<file path="src/rtl/frame_tx_pkg.sv">
package frame_tx_pkg;
  typedef enum logic {ST_IDLE, ST_SHIFT} tx_state_e;

  typedef struct packed {
    logic underrun;
    logic overrun;
  } tx_err_t;
endpackage

</file>
<file path="src/rtl/frame_tx_fifo.sv">
module frame_tx_fifo #(
  parameter int FIFO_BITS = 32,
  parameter int BYTE_W    = 8,
  localparam int CNT_W    = $clog2(FIFO_BITS + 1)
) (
  input  logic              clk,
  input  logic              rst_n,
  input  logic              push_valid,
  input  logic [BYTE_W-1:0] push_data,
  output logic              push_ready,
  input  logic              pop,
  output logic              head_bit,
  output logic              empty,
  output logic [CNT_W-1:0]  fill,
  output logic              overrun_evt
);
  localparam int SPACE_LIM = FIFO_BITS - BYTE_W;

  logic [FIFO_BITS-1:0] store_q, store_d, shifted, inserted;
  logic [CNT_W-1:0]     fill_q, fill_d, base;
  logic                 accept, pop_ok;

  assign push_ready  = (fill_q <= CNT_W'(SPACE_LIM));
  assign accept      = push_valid && push_ready;
  assign overrun_evt = push_valid && !push_ready;
  assign empty       = (fill_q == '0);
  assign pop_ok      = pop && !empty;
  assign head_bit    = store_q[0];
  assign fill        = fill_q;

  always_comb begin
    shifted  = pop_ok ? (store_q >> 1) : store_q;
    base     = pop_ok ? (fill_q - CNT_W'(1)) : fill_q;
    inserted = '0;
    if (accept)
      inserted = {{(FIFO_BITS-BYTE_W){1'b0}}, push_data} << base;
    store_d = shifted | inserted;
    fill_d  = base + (accept ? CNT_W'(BYTE_W) : CNT_W'(0));
  end

  always_ff @(posedge clk) begin
    if (!rst_n) begin
      store_q <= '0;
      fill_q  <= '0;
    end else begin
      store_q <= store_d;
      fill_q  <= fill_d;
    end
  end
endmodule

</file>
<file path="src/rtl/frame_tx_ctrl.sv">
module frame_tx_ctrl
  import frame_tx_pkg::*;
#(
  parameter int LEN_W = 8
) (
  input  logic             clk,
  input  logic             rst_n,
  input  logic             go,
  input  logic [LEN_W-1:0] frame_len,
  input  logic             stop_req,
  input  logic             bit_en,
  input  logic             fifo_empty,
  input  logic             head_bit,
  output logic             pop,
  output logic             go_take,
  output logic             underrun_evt,
  output logic             tx_line,
  output logic             busy,
  output logic             done
);
  tx_state_e        state_q;
  logic             open_q, stop_q, line_q, done_q;
  logic [LEN_W-1:0] left_q;
  logic             stop_eff, owed, finish_ok;

  assign go_take   = go && (state_q == ST_IDLE);
  assign stop_eff  = stop_q || stop_req;
  assign owed      = open_q ? !stop_eff : (left_q != '0);
  assign pop       = (state_q == ST_SHIFT) && bit_en && !fifo_empty &&
                     (open_q || left_q != '0);
  assign underrun_evt = (state_q == ST_SHIFT) && bit_en && fifo_empty && owed;
  assign finish_ok = (state_q == ST_SHIFT) && bit_en && !pop && !owed;

  always_ff @(posedge clk) begin
    if (!rst_n) begin
      state_q <= ST_IDLE;
      open_q  <= 1'b0;
      stop_q  <= 1'b0;
      left_q  <= '0;
      line_q  <= 1'b1;
      done_q  <= 1'b0;
    end else begin
      done_q <= 1'b0;
      unique case (state_q)
        ST_IDLE: begin
          line_q <= 1'b1;
          if (go_take) begin
            state_q <= ST_SHIFT;
            open_q  <= (frame_len == '0);
            left_q  <= frame_len;
            stop_q  <= 1'b0;
          end
        end
        ST_SHIFT: begin
          if (stop_req && open_q) stop_q <= 1'b1;
          if (pop) begin
            line_q <= head_bit;
            if (!open_q) left_q <= left_q - LEN_W'(1);
          end else if (underrun_evt || finish_ok) begin
            line_q  <= 1'b1;
            state_q <= ST_IDLE;
            done_q  <= finish_ok;
          end
        end
        default: state_q <= ST_IDLE;
      endcase
    end
  end

  assign tx_line = line_q;
  assign busy    = (state_q == ST_SHIFT);
  assign done    = done_q;
endmodule

</file>
<file path="src/rtl/frame_tx_flags.sv">
module frame_tx_flags
  import frame_tx_pkg::*;
(
  input  logic    clk,
  input  logic    rst_n,
  input  logic    clear,
  input  tx_err_t set_evt,
  output tx_err_t flags
);
  tx_err_t flags_q;

  always_ff @(posedge clk) begin
    if (!rst_n) flags_q <= '0;
    else flags_q <= (clear ? '0 : flags_q) | set_evt;
  end

  assign flags = flags_q;
endmodule

</file>
<file path="src/rtl/frame_tx.sv">
module frame_tx
  import frame_tx_pkg::*;
#(
  parameter int FIFO_BITS = 32,
  parameter int BYTE_W    = 8,
  parameter int LEN_W     = 8,
  localparam int CNT_W    = $clog2(FIFO_BITS + 1)
) (
  input  logic              clk,
  input  logic              rst_n,
  input  logic              in_valid,
  input  logic [BYTE_W-1:0] in_data,
  output logic              in_ready,
  input  logic [LEN_W-1:0]  frame_len,
  input  logic              go,
  input  logic              stop_req,
  input  logic              bit_en,
  output logic              tx_line,
  output logic [CNT_W-1:0]  fill_bits,
  output logic              busy,
  output logic              done,
  output logic              underrun,
  output logic              overrun
);
  logic    pop, head_bit, fifo_empty, go_take, under_evt, over_evt;
  tx_err_t err_evt, err_q;

  frame_tx_fifo #(.FIFO_BITS(FIFO_BITS), .BYTE_W(BYTE_W)) u_fifo (
    .clk(clk), .rst_n(rst_n),
    .push_valid(in_valid), .push_data(in_data), .push_ready(in_ready),
    .pop(pop), .head_bit(head_bit), .empty(fifo_empty),
    .fill(fill_bits), .overrun_evt(over_evt)
  );

  frame_tx_ctrl #(.LEN_W(LEN_W)) u_ctrl (
    .clk(clk), .rst_n(rst_n), .go(go), .frame_len(frame_len),
    .stop_req(stop_req), .bit_en(bit_en), .fifo_empty(fifo_empty),
    .head_bit(head_bit), .pop(pop), .go_take(go_take),
    .underrun_evt(under_evt), .tx_line(tx_line), .busy(busy), .done(done)
  );

  assign err_evt = '{underrun: under_evt, overrun: over_evt};

  frame_tx_flags u_flags (
    .clk(clk), .rst_n(rst_n), .clear(go_take),
    .set_evt(err_evt), .flags(err_q)
  );

  assign underrun = err_q.underrun;
  assign overrun  = err_q.overrun;
endmodule

</file>
<file path="config.mk">
export PLATFORM = sky130hd
export DESIGN_NAME = frame_tx
export DESIGN_NICKNAME = d
export VERILOG_FILES = /design/src/rtl/frame_tx_pkg.sv /design/src/rtl/frame_tx_fifo.sv /design/src/rtl/frame_tx_ctrl.sv /design/src/rtl/frame_tx_flags.sv /design/src/rtl/frame_tx.sv
export SDC_FILE = /design/constraint.sdc
export NUM_CORES = 1
export LEC_CHECK = 0
export ABC_AREA = 1
export ABC_CLOCK_PERIOD_IN_PS = 3200
export BUFFER_PORTS_ARGS = -buffer_cell sky130_fd_sc_hd__buf_4
export CAP_MARGIN = 0
export CORE_ASPECT_RATIO = 1.4
export CORE_MARGIN = 4
export CORE_UTILIZATION = 56
export DETAILED_ROUTE_END_ITERATION = 7
export PLACE_DENSITY_LB_ADDON = 0.2
export SYNTH_ARGS = -nofsm -noshare
export SYNTH_HDL_FRONTEND = slang
export SYNTH_SLANG_ARGS = --single-unit
</file>
<file path="constraint.sdc">
create_clock -name clk -period 3.2 [get_ports clk]
set_clock_uncertainty 0.05 [all_clocks]
set_input_delay 0.16 -clock clk [delete_from_list [all_inputs] [get_ports clk]]
set_output_delay 0.16 -clock clk [all_outputs]
set_load 0.005 [all_outputs]
</file>
==> flow_metrics.env, run 1 <==
export IMPL_outcome="finished clean"
export IMPL_drv_slew=0
export IMPL_cp_arrival_ns=2.94
export IMPL_post_cts_resize_count=0
export IMPL_antenna_found_initial=0
export IMPL_syn_inst=465
export IMPL_cp_start_kind="register"
export IMPL_cp_num_buf_inv=4
export IMPL_grtUsageTotal_pct=24.2
export IMPL_post_cts_setup_buffer_count=0
export IMPL_fillerInstances=524
export IMPL_syn_nets=492
export IMPL_whs_ns=0.0563
export IMPL_endpoint_kind="register"
export IMPL_cp_required_ns=3.36
export IMPL_cts_sinks=53
export IMPL_initialDrtViolationCount=206
export IMPL_reg2reg_slack_ns=0.42
export IMPL_grt_pass1_wl_mm=13.8
export IMPL_cp_top_family="adder cells"
export IMPL_fin_setup_tns_ns=0
export IMPL_fin_crit_ns=2.78
export IMPL_clk_pin_slew_ns=0.10
export IMPL_grt_pass1_vias=3063
export IMPL_max_cap_violations=0
export IMPL_total_power_mw=2.17
export IMPL_drive_above_1_share_pct=15.4
export IMPL_syn_area_mm2=0.00325
export IMPL_h_tree_depth=2
export IMPL_leakage_nw=1.70
export IMPL_ys_seq_area_share_pct=32.6
export IMPL_regArea_mm2=0.00106
export IMPL_relSlewSlack_pct=58.8
export IMPL_die_w_um=72.4
export IMPL_path_max_fanout=45
export IMPL_clock_latency_ns=0.32
export IMPL_syn_to_final_growth_pct=10.4
export IMPL_core_area_mm2=0.00557
export IMPL_synth_distinct_cells=42
export IMPL_first_pass_iters=4
export IMPL_nets=514
export IMPL_gp_congestion=0.917
export IMPL_cpPeakStageDelay_ns=0.42
export IMPL_finalCritPeriodShare_pct=86.8
export IMPL_wl_per_cell_um=15.0
export IMPL_worst_pin_slew_ns=0.618
export IMPL_rsz0062_at_grt="false"
export IMPL_die_h_um=98.2
export IMPL_grt_overflow=0
export IMPL_multi_input_area_mm2=0.00190
export IMPL_initial_utilization_pct=58.4
export IMPL_cp_common_cell="ha_1"
export IMPL_layout_common_cells="nand2_1, nand3_1, dfxtp_1"
export IMPL_place_hpwl_mm=6.21
export IMPL_yosysWarnings=0
export IMPL_fin_cells=556
export IMPL_cts_tree="built"
export IMPL_synth_seq_cells=53
export IMPL_drcViolationCount=0
export IMPL_grt_max_degree=46
export IMPL_p_per_area_mw_per_mm2=605
export IMPL_drt_total_wl_mm=8.36
export IMPL_critPathKind="reg -> reg"
export IMPL_dp_cells=548
export IMPL_antenna_cells=0
export IMPL_worst_slack_ns=0.422
export IMPL_slowest_stage="dfxtp_1"
export IMPL_fmax_mhz=360
export IMPL_path_cells="inv_1 -> ha_1 -> nand3_2 -> nand2_2 -> clkinv_4 -> nand2_8 -> inv_6 -> nand2_1 -> o21ai_1 -> inv_1 -> ha_1 -> ha_1 -> o21ai_0 -> a21oi_1"
export IMPL_die_area_mm2=0.00711
export IMPL_numCtsBuffers=5
export IMPL_hold_class="in -> reg"
export IMPL_final_util_pct=64.5
export IMPL_hold_viol_final=0
export IMPL_root_buffer="clkbuf_8"
export IMPL_portBuffers=33
export IMPL_vdd_ir_drop_max_mv=0.433
export IMPL_placed_area_mm2=0.00350
export IMPL_ios=34
export IMPL_setup_violations_final=0
export IMPL_fin_area_mm2=0.00359
export IMPL_vias=3173
export IMPL_drtAntennaViolNets=0
export IMPL_cts_hold_buf=0
export IMPL_rows=32
export IMPL_viasPerCell=5.71
export IMPL_dp_slack_ns=0.471
export IMPL_layout_commonest_cell="nand2_1"
export IMPL_clock_path_buffers=2
export IMPL_syn_area_per_cell_um2=6.99
==> worst reg2reg max path: cells and delay by family (launching register included) <==
kind	cells	cell delay [ns]
adder cells (fa/ha/maj)	3	0.75
buffers and inverters	4	0.66
flip-flops	1	0.42
AO/OA/AOI/OAI	3	0.32
AND/OR/NAND/NOR	4	0.46
==> power breakdown <==
part	switching [mW]	internal [mW]	total, mW
registers	0.0707	0.766	0.837
logic	0.617	0.332	0.949
clock network	0.231	0.156	0.387
total	0.919	1.25	2.17
==> routing by layer <==
metal | up-vias | share of wire (%) | GRT usage [%]
li1 | 1610 | - | -
met3 | 23 | 4.6 | 3.50
met1 | 1451 | 39 | 26.4
met4 | 0 | 3.8 | 12.9
met5 | - | 0 | 0
met2 | 89 | 53 | 43.9
==> kinds of logic after synthesis <==
| logic type | Yosys count | synth area share (%) |
|---|---|---|
| buffers and inverters | 65 | 8.93 |
| DFF | 53 | 32.6 |
| adders and majority gates | 5 | 1.92 |
| and+or+nand+nor | 236 | 35.4 |
| muxes | 18 | 5.54 |
| xor gates and xnor gates | 7 | 1.89 |
| AOI/OAI and AO/OA | 81 | 13.7 |
==> state kept, by name (all words and copies together) (netlist names) <==
signal	flops
u_ctrl.busy	1
u_ctrl.done	1
u_ctrl.left_q	8
u_ctrl.open_q	1
u_ctrl.stop_q	1
u_ctrl.tx_line	1
u_fifo.fill	6
u_fifo.store_q	32
u_flags.flags	2
==> synthesized netlist by cell type (all sizes together) <==
library cell | count | share of area (%)
ha | 5 | 1.9
a311oi | 1 | 0.27
o211ai | 1 | 0.23
o31ai | 1 | 0.23
dfxtp | 53 | 33
nor2 | 25 | 3.8
nand4 | 12 | 2.3
clkinv | 2 | 0.38
xnor2 | 1 | 0.27
a211oi | 3 | 0.69
a221oi | 1 | 0.27
a31oi | 5 | 0.96
nand3 | 77 | 13
xor2 | 6 | 1.6
a21oi | 44 | 6.8
mux2i | 18 | 5.5
nand2 | 116 | 15
o21ai | 25 | 4.3
nor4 | 3 | 0.58
or2 | 1 | 0.19
nand3b | 1 | 0.23
inv | 41 | 5.0
nor3 | 1 | 0.15
clkbuf | 8 | 0.92
buf | 14 | 2.7
==> layout make-up <==
cell class              instances  share of cell area [%]
repair buffers                 37                    7.74
flip-flops and latches         53                    29.6
clock buffers                   5                    1.92
clock inverters                 3                   0.593
well taps                      68                    2.37
inverters                      43                    4.85
multi-input cells             347                    53.0
==> path summary, 6_finish.rpt <==
kind	start	to	cells past startpoint
min	in_valid	u_flags.flags[0]	3
max	u_fifo.fill[0]	u_fifo.fill[5]	14
min reg2reg	u_flags.flags[1]	u_flags.flags[1]	2
max reg2reg	u_fifo.fill[0]	u_fifo.fill[5]	14
No activity file was read; power rests on OpenSTA's default activity.
==> inputs of run 2 (changes only) <==
--- a/config.mk
+++ b/config.mk
@@ -14,6 +14,7 @@
 export CORE_UTILIZATION = 56
 export DETAILED_ROUTE_END_ITERATION = 7
 export PLACE_DENSITY_LB_ADDON = 0.2
+export REMOVE_ABC_BUFFERS = 1
 export SYNTH_ARGS = -nofsm -noshare
 export SYNTH_HDL_FRONTEND = slang
 export SYNTH_SLANG_ARGS = --single-unit
==> run 2 against run 1 <==
  * Cell count stayed put
  * Sequential share of layout area about the same
  * Register-to-register slack about the same
  * Die area stayed put
  * Routed wire length grew 2.0%
  * Total power is 0.52% higher
  * Clock-buffer cell count is the same
  * Maximum frequency shrank 0.30%
  * Hold slack gained 0.0047 ns
  * Largest cell class unchanged
==> flow_metrics.env, run 2 (synthesis results as in run 1) <==
export IMPL_outcome="finished clean"
export IMPL_clock_path_buffers=2
export IMPL_cp_num_buf_inv=2
export IMPL_endpoint_kind="register"
export IMPL_grt_pass1_vias=3159
export IMPL_switching_share_pct=42.6
export IMPL_drive_above_1_share_pct=15.4
export IMPL_fillerInstances=533
export IMPL_grt_pass1_wl_mm=14.4
export IMPL_hold_class="in -> reg"
export IMPL_intPower_mw=1.25
export IMPL_nets=514
export IMPL_grtUsageTotal_pct=25.1
export IMPL_fin_area_mm2=0.00359
export IMPL_cts_sinks=53
export IMPL_netSwitchingPower_mw=0.930
export IMPL_rsz0062_at_grt="false"
export IMPL_antenna_cells=0
export IMPL_layout_commonest_cell="nand2_1"
export IMPL_wl_per_cell_um=15.3
export IMPL_setup_violations_final=0
export IMPL_post_cts_resize_count=0
export IMPL_r2r_cells=12
export IMPL_worst_pin_slew_ns=0.630
export IMPL_gp_congestion=0.954
export IMPL_hold_viol_final=0
export IMPL_numCtsBuffers=5
export IMPL_finalCritPeriodShare_pct=87.1
export IMPL_hold_depth=3
export IMPL_max_cap_violations=0
export IMPL_grt_overflow=0
export IMPL_path_cells="inv_1 -> ha_1 -> nand3_2 -> nand2_2 -> clkinv_4 -> nand2_8 -> o21ai_2 -> nand3_1 -> nand3_1 -> nand3_1 -> nand3_1 -> a21oi_1"
export IMPL_p_per_area_mw_per_mm2=608
export IMPL_largest_reg_flops=32
export IMPL_leakage_nw=1.70
export IMPL_relSlewSlack_pct=58.0
export IMPL_die_w_um=72.4
export IMPL_cts_hold_buf=0
export IMPL_cp_start_kind="register"
export IMPL_place_hpwl_mm=6.47
export IMPL_slowest_stage="o21ai_2"
export IMPL_fin_crit_ns=2.79
export IMPL_vdd_ir_drop_max_mv=0.297
export IMPL_viasPerCell=5.76
export IMPL_path_max_fanout=45
export IMPL_rows=32
export IMPL_clock_latency_ns=0.31
export IMPL_cpPeakStageDelay_ns=0.59
export IMPL_cp_top_family="simple AND/OR/NAND/NOR gates"
export IMPL_layout_common_cells="nand2_1, nand3_1, dfxtp_1"
export IMPL_cp_required_ns=3.35
export IMPL_drv_slew=0
export IMPL_cp_arrival_ns=2.93
export IMPL_root_buffer="clkbuf_8"
export IMPL_grt_max_degree=46
export IMPL_pwr_share_comb_pct=43.7
export IMPL_post_cts_setup_buffer_count=0
export IMPL_syn_to_final_growth_pct=10.4
export IMPL_p_clk_share_pct=17.9
export IMPL_initialDrtViolationCount=283
export IMPL_drt_total_wl_mm=8.52
export IMPL_portBuffers=33
export IMPL_drtAntennaViolNets=0
export IMPL_cts_tree="built"
export IMPL_antenna_found_initial=0
export IMPL_die_area_mm2=0.00711
export IMPL_total_power_mw=2.18
export IMPL_h_tree_depth=2
export IMPL_vias=3203
export IMPL_core_area_mm2=0.00557
export IMPL_clk_pin_slew_ns=0.10
export IMPL_seq_power_share_pct=38.4
export IMPL_ios=34
export IMPL_cp_depth=12
export IMPL_die_h_um=98.2
export IMPL_fmax_mhz=359
export IMPL_cp_common_cell="nand3_1"
export IMPL_fin_setup_tns_ns=0
export IMPL_drcViolationCount=0
export IMPL_initial_utilization_pct=58.4
export IMPL_first_pass_iters=5
export IMPL_top_register="u_fifo.store_q"
export IMPL_critPathKind="reg -> reg"
export IMPL_placed_area_mm2=0.00350
run 2: changes by cell type in the layout (fill, tap and decap cells not counted):
cell / previous run / this run
clkinvlp_4: 1 / 0
inv_6: 2 / 1
clkinv_4: 1 / 3
run 2: routing by layer:
| layer | track usage (%) | wire, um | up-vias |
|---|---|---|---|
| met5 | 0 | 0 | - |
| met4 | 10.9 | 321 | 0 |
| met3 | 4.22 | 445 | 25 |
| met2 | 45.4 | 4460 | 105 |
| met1 | 28.2 | 3290 | 1456 |
| li1 | - | - | 1617 |
run 2: worst reg2reg max path, delay by kind of cell (launching register included):
kind | cells | cell delay [ns]
compound gates | 2 | 0.65
fa+ha+maj | 1 | 0.29
buf+inv | 2 | 0.22
flops | 1 | 0.41
simple gates | 7 | 1.05
run 2: final timing paths:
| path | from | endpoint | slack [ns] |
|---|---|---|---|
| max | u_fifo.fill[0] | u_fifo.store_q[24] | 0.41 |
| min | in_valid | u_flags.flags[0] | 0.06 |
| min reg2reg | u_ctrl.stop_q | u_ctrl.stop_q | 0.42 |
| max reg2reg | u_fifo.fill[0] | u_fifo.store_q[24] | 0.41 |
run 2: final cells by class:
cell class              instances  area, um2  area share, %
well taps                      68       85.1           2.37
multi-input cells             347       1900           52.9
repair buffers                 37        278           7.74
inverters                      43        174           4.84
flip-flops and latches         53       1060           29.6
clock inverters                 3       22.5          0.627
clock buffers                   5       68.8           1.92
run 2: per-stage QoR:
step                      instances  setup WS [ns]  util (%)  hold slack, ns
after global routing            556          0.189      64.5          0.0667
after detailed placement        548          0.437      62.9           0.395
after global placement          548          0.541      62.9           0.382
after floorplan                 443        -0.0944         -           0.197
final                           556          0.414      64.5          0.0611
after CTS                       556          0.424      64.5          0.0595
run 2: power by group through the flow:
| stage | Combinational [mW] | Clock (mW) | Sequential, mW |
|---|---|---|---|
| 2_1_floorplan | 0.690 | 0 | 0.836 |
| 3_3_place_gp | 0.933 | 0 | 0.851 |
| 3_5_place_dp | 0.945 | 0 | 0.853 |
| 4_1_cts | 0.948 | 0.404 | 0.838 |
| 5_1_grt | 1.08 | 0.430 | 0.850 |
| 6_report | 0.955 | 0.392 | 0.838 |
==> inputs of run 3 (changes only) <==
--- a/config.mk
+++ b/config.mk
@@ -5,8 +5,8 @@
 export SDC_FILE = /design/constraint.sdc
 export NUM_CORES = 1
 export LEC_CHECK = 0
-export ABC_AREA = 1
-export ABC_CLOCK_PERIOD_IN_PS = 3200
+export ABC_AREA = 0
+export ABC_CLOCK_PERIOD_IN_PS = 2600
 export BUFFER_PORTS_ARGS = -buffer_cell sky130_fd_sc_hd__buf_4
 export CAP_MARGIN = 0
 export CORE_ASPECT_RATIO = 1.4
==> constraint.sdc (replaced) <==
create_clock -name clk -period 2.6 [get_ports clk]
set_clock_uncertainty 0.05 [all_clocks]
set_input_delay 0.13 -clock clk [delete_from_list [all_inputs] [get_ports clk]]
set_output_delay 0.13 -clock clk [all_outputs]
set_load 0.005 [all_outputs]
==> run 3 against run 2 <==
  * The run now ends with setup timing left
  * Via count rose by 24%
  * Sequential share of layout area down 6.1 points
  * First-iteration DRC count grew 15%
==> flow_metrics.env, run 3 <==
export IMPL_wl_per_cell_um=18.8
export IMPL_syn_area_per_cell_um2=7.58
export IMPL_clk_pin_slew_ns=0.10
export IMPL_path_cells="inv_2 -> ha_4 -> or4b_4 -> o21a_4 -> nand3_2 -> and2_4 -> inv_4 -> ha_4 -> ha_4 -> xor2_1 -> or3_1 -> a21oi_1"
export IMPL_critPathKind="reg -> reg"
export IMPL_synth_top_area_share_pct=30.2
export IMPL_synth_seq_cells=53
export IMPL_drt_total_wl_mm=11.3
export IMPL_cp_top_family="simple AND/OR/NAND/NOR gates"
export IMPL_synth_distinct_cells=62
export IMPL_total_power_mw=2.99
export IMPL_endpoint_kind="register"
export IMPL_nets=559
export IMPL_leakage_nw=1.75
export IMPL_viasPerCell=6.60
export IMPL_cp_arrival_ns=2.81
export IMPL_fin_cells=603
export IMPL_drtAntennaViolNets=0
export IMPL_clock_latency_ns=0.31
export IMPL_syn_to_final_growth_pct=28.7
export IMPL_die_area_mm2=0.00763
export IMPL_die_w_um=75.0
export IMPL_cpPeakStageDelay_ns=0.49
export IMPL_numCtsBuffers=5
export IMPL_synth_edf_count=0
export IMPL_cp_depth=12
export IMPL_hold_viol_final=0
export IMPL_slowest_stage="or4b_4"
export IMPL_outcome="finished, violations left"
export IMPL_layout_common_cells="buf_4, nand2_1, dfxtp_1"
export IMPL_yosysWarnings=0
export IMPL_grt_overflow=0
export IMPL_ios=34
export IMPL_cp_num_buf_inv=2
export IMPL_setup_violations_final=2
export IMPL_cp_common_cell="ha_4"
export IMPL_portBuffers=33
export IMPL_grt_pass1_wl_mm=16.4
export IMPL_path_max_fanout=4
export IMPL_grtUsageTotal_pct=27.5
export IMPL_reg2reg_slack_ns=-0.02
export IMPL_place_hpwl_mm=7.58
export IMPL_dp_cells=577
export IMPL_cp_start_kind="register"
export IMPL_h_tree_depth=2
export IMPL_r2r_cells=12
export IMPL_cts_tree="built"
export IMPL_yosysMostFrequentCell="nand2_1"
export IMPL_vdd_ir_drop_max_mv=0.357
export IMPL_finalCritPeriodShare_pct=101
export IMPL_gp_congestion=0.929
export IMPL_largest_reg_flops=32
export IMPL_rsz0062_at_grt="true"
export IMPL_timing_rr_end="u_fifo.fill[5]"
export IMPL_synthTopCellsByCount="nand2_1, dfxtp_1, nor2_1"
export IMPL_initialDrtViolationCount=326
export IMPL_ys_seq_area_share_pct=30.2
export IMPL_syn_area_mm2=0.00352
export IMPL_fmax_mhz=381
export IMPL_rows=33
export IMPL_max_cap_violations=0
export IMPL_clock_path_buffers=2
export IMPL_syn_inst=464
export IMPL_critPathLaunch="u_ctrl.left_q[0]"
export IMPL_antenna_found_initial=0
export IMPL_core_area_mm2=0.00599
export IMPL_cts_hold_buf=0
export IMPL_worst_pin_slew_ns=0.669
export IMPL_yosys_area_top_type="dfxtp_1"
export IMPL_vias=3977
export IMPL_relSlewSlack_pct=54.7
export IMPL_drcViolationCount=0
export IMPL_p_per_area_mw_per_mm2=661
export IMPL_worstReg2RegStart="u_ctrl.left_q[0]"
export IMPL_placed_area_mm2=0.00406
export IMPL_top_register="u_fifo.store_q"
export IMPL_drv_slew=0
export IMPL_worst_slack_ns=-0.0242
export IMPL_violations="setup timing"
export IMPL_drive_above_1_share_pct=28.5
export IMPL_fin_crit_ns=2.62
export IMPL_root_buffer="clkbuf_8"
export IMPL_synth_ff_type="dfxtp_1"
export IMPL_setup_worst_path_end="u_fifo.fill[5]"
export IMPL_cts_sinks=53
export IMPL_initial_utilization_pct=58.7
export IMPL_synthArstFlopShare_pct=0
export IMPL_synthTopCellsByArea="dfxtp_1, nand2_1, mux2i_1, a21oi_1, nor2_1"
export IMPL_fin_area_mm2=0.00453
export IMPL_layout_commonest_cell="buf_4"
export IMPL_hold_class="in -> reg"
export IMPL_grt_max_degree=38
export IMPL_first_pass_iters=5
export IMPL_die_h_um=102
export IMPL_dp_slack_ns=-0.111
export IMPL_cp_required_ns=2.79
export IMPL_antenna_cells=0
export IMPL_grt_pass1_vias=3533
-- run 3: how the worst min path moves through the flow --
stage / slack (ns) / start / to / cells past startpoint
2_1_floorplan: 0.17 / rst_n / u_ctrl.tx_line / 1
3_3_place_gp: 0.34 / go / u_ctrl.busy / 3
3_5_place_dp: 0.36 / stop_req / u_ctrl.stop_q / 3
4_1_cts: 0.04 / stop_req / u_ctrl.stop_q / 3
5_1_grt: 0.04 / stop_req / u_ctrl.stop_q / 3
6_report: 0.04 / stop_req / u_ctrl.stop_q / 3
-- run 3: repair_timing --
item | 4_1_cts | 5_1_grt
pin swaps | 4 | 22
buffers inserted | 0 | 14
gates cloned | 0 | 4
resized for setup | 12 | 45
setup endpoints to repair | 16 | 32
-- run 3: per-stage QoR --
stage	util, %	hold slack (ns)	setup TNS, ns
global route	75.6	0.0391	-1.41
detailed placement	67.8	0.361	-0.169
global placement	67.8	0.343	-0.0784
CTS	70.3	0.0380	-0.0561
floorplan	-	0.166	-23.19
finish	75.6	0.0387	-0.0328
-- run 3: layer usage --
metal  global-route usage (%)  part of all wire [%]  wire, um
met1                     30.2                    37      4200
met2                     49.7                    49      5560
met3                     3.08                   7.6       857
met4                     15.5                   6.1       694
met5                        0                     0         0
-- run 3: layout make-up --
class	count	area (um2)
inverters	8	32.5
fillers	443	1460
repair buffers	96	779
well taps	70	87.6
clock inverters	1	30.0
flip-flops and latches	53	1060
multi-input cells	368	2450
clock buffers	7	86.3
-- run 3: cells by family (layout without fill, tap and decap cells) --
kind of cell               count (synthesis)  in the layout  synth area share [%]
AOI/OAI and AO/OA                        140            140                  28.2
xor gates and xnor gates                   3              3                 0.747
adders and majority gates                  5              5                  1.78
buffers and inverters                     44            112                  5.58
DFF                                       53             53                  30.2
muxes                                     26             27                  7.61
and+or+nand+nor                          193            193                  25.9
-- run 3: tightest hold or removal path, stage by stage --
cell and delay (ns):
buf_4 0.08, a32oi_1 0.08, nor2_1 0.07
-- run 3: power breakdown --
part	internal, mW	leakage (nW)	switching, mW
logic	0.607	1.26	0.814
registers	0.913	0.432	0.0699
clock network	0.314	0.0585	0.272
total	1.83	1.75	1.16
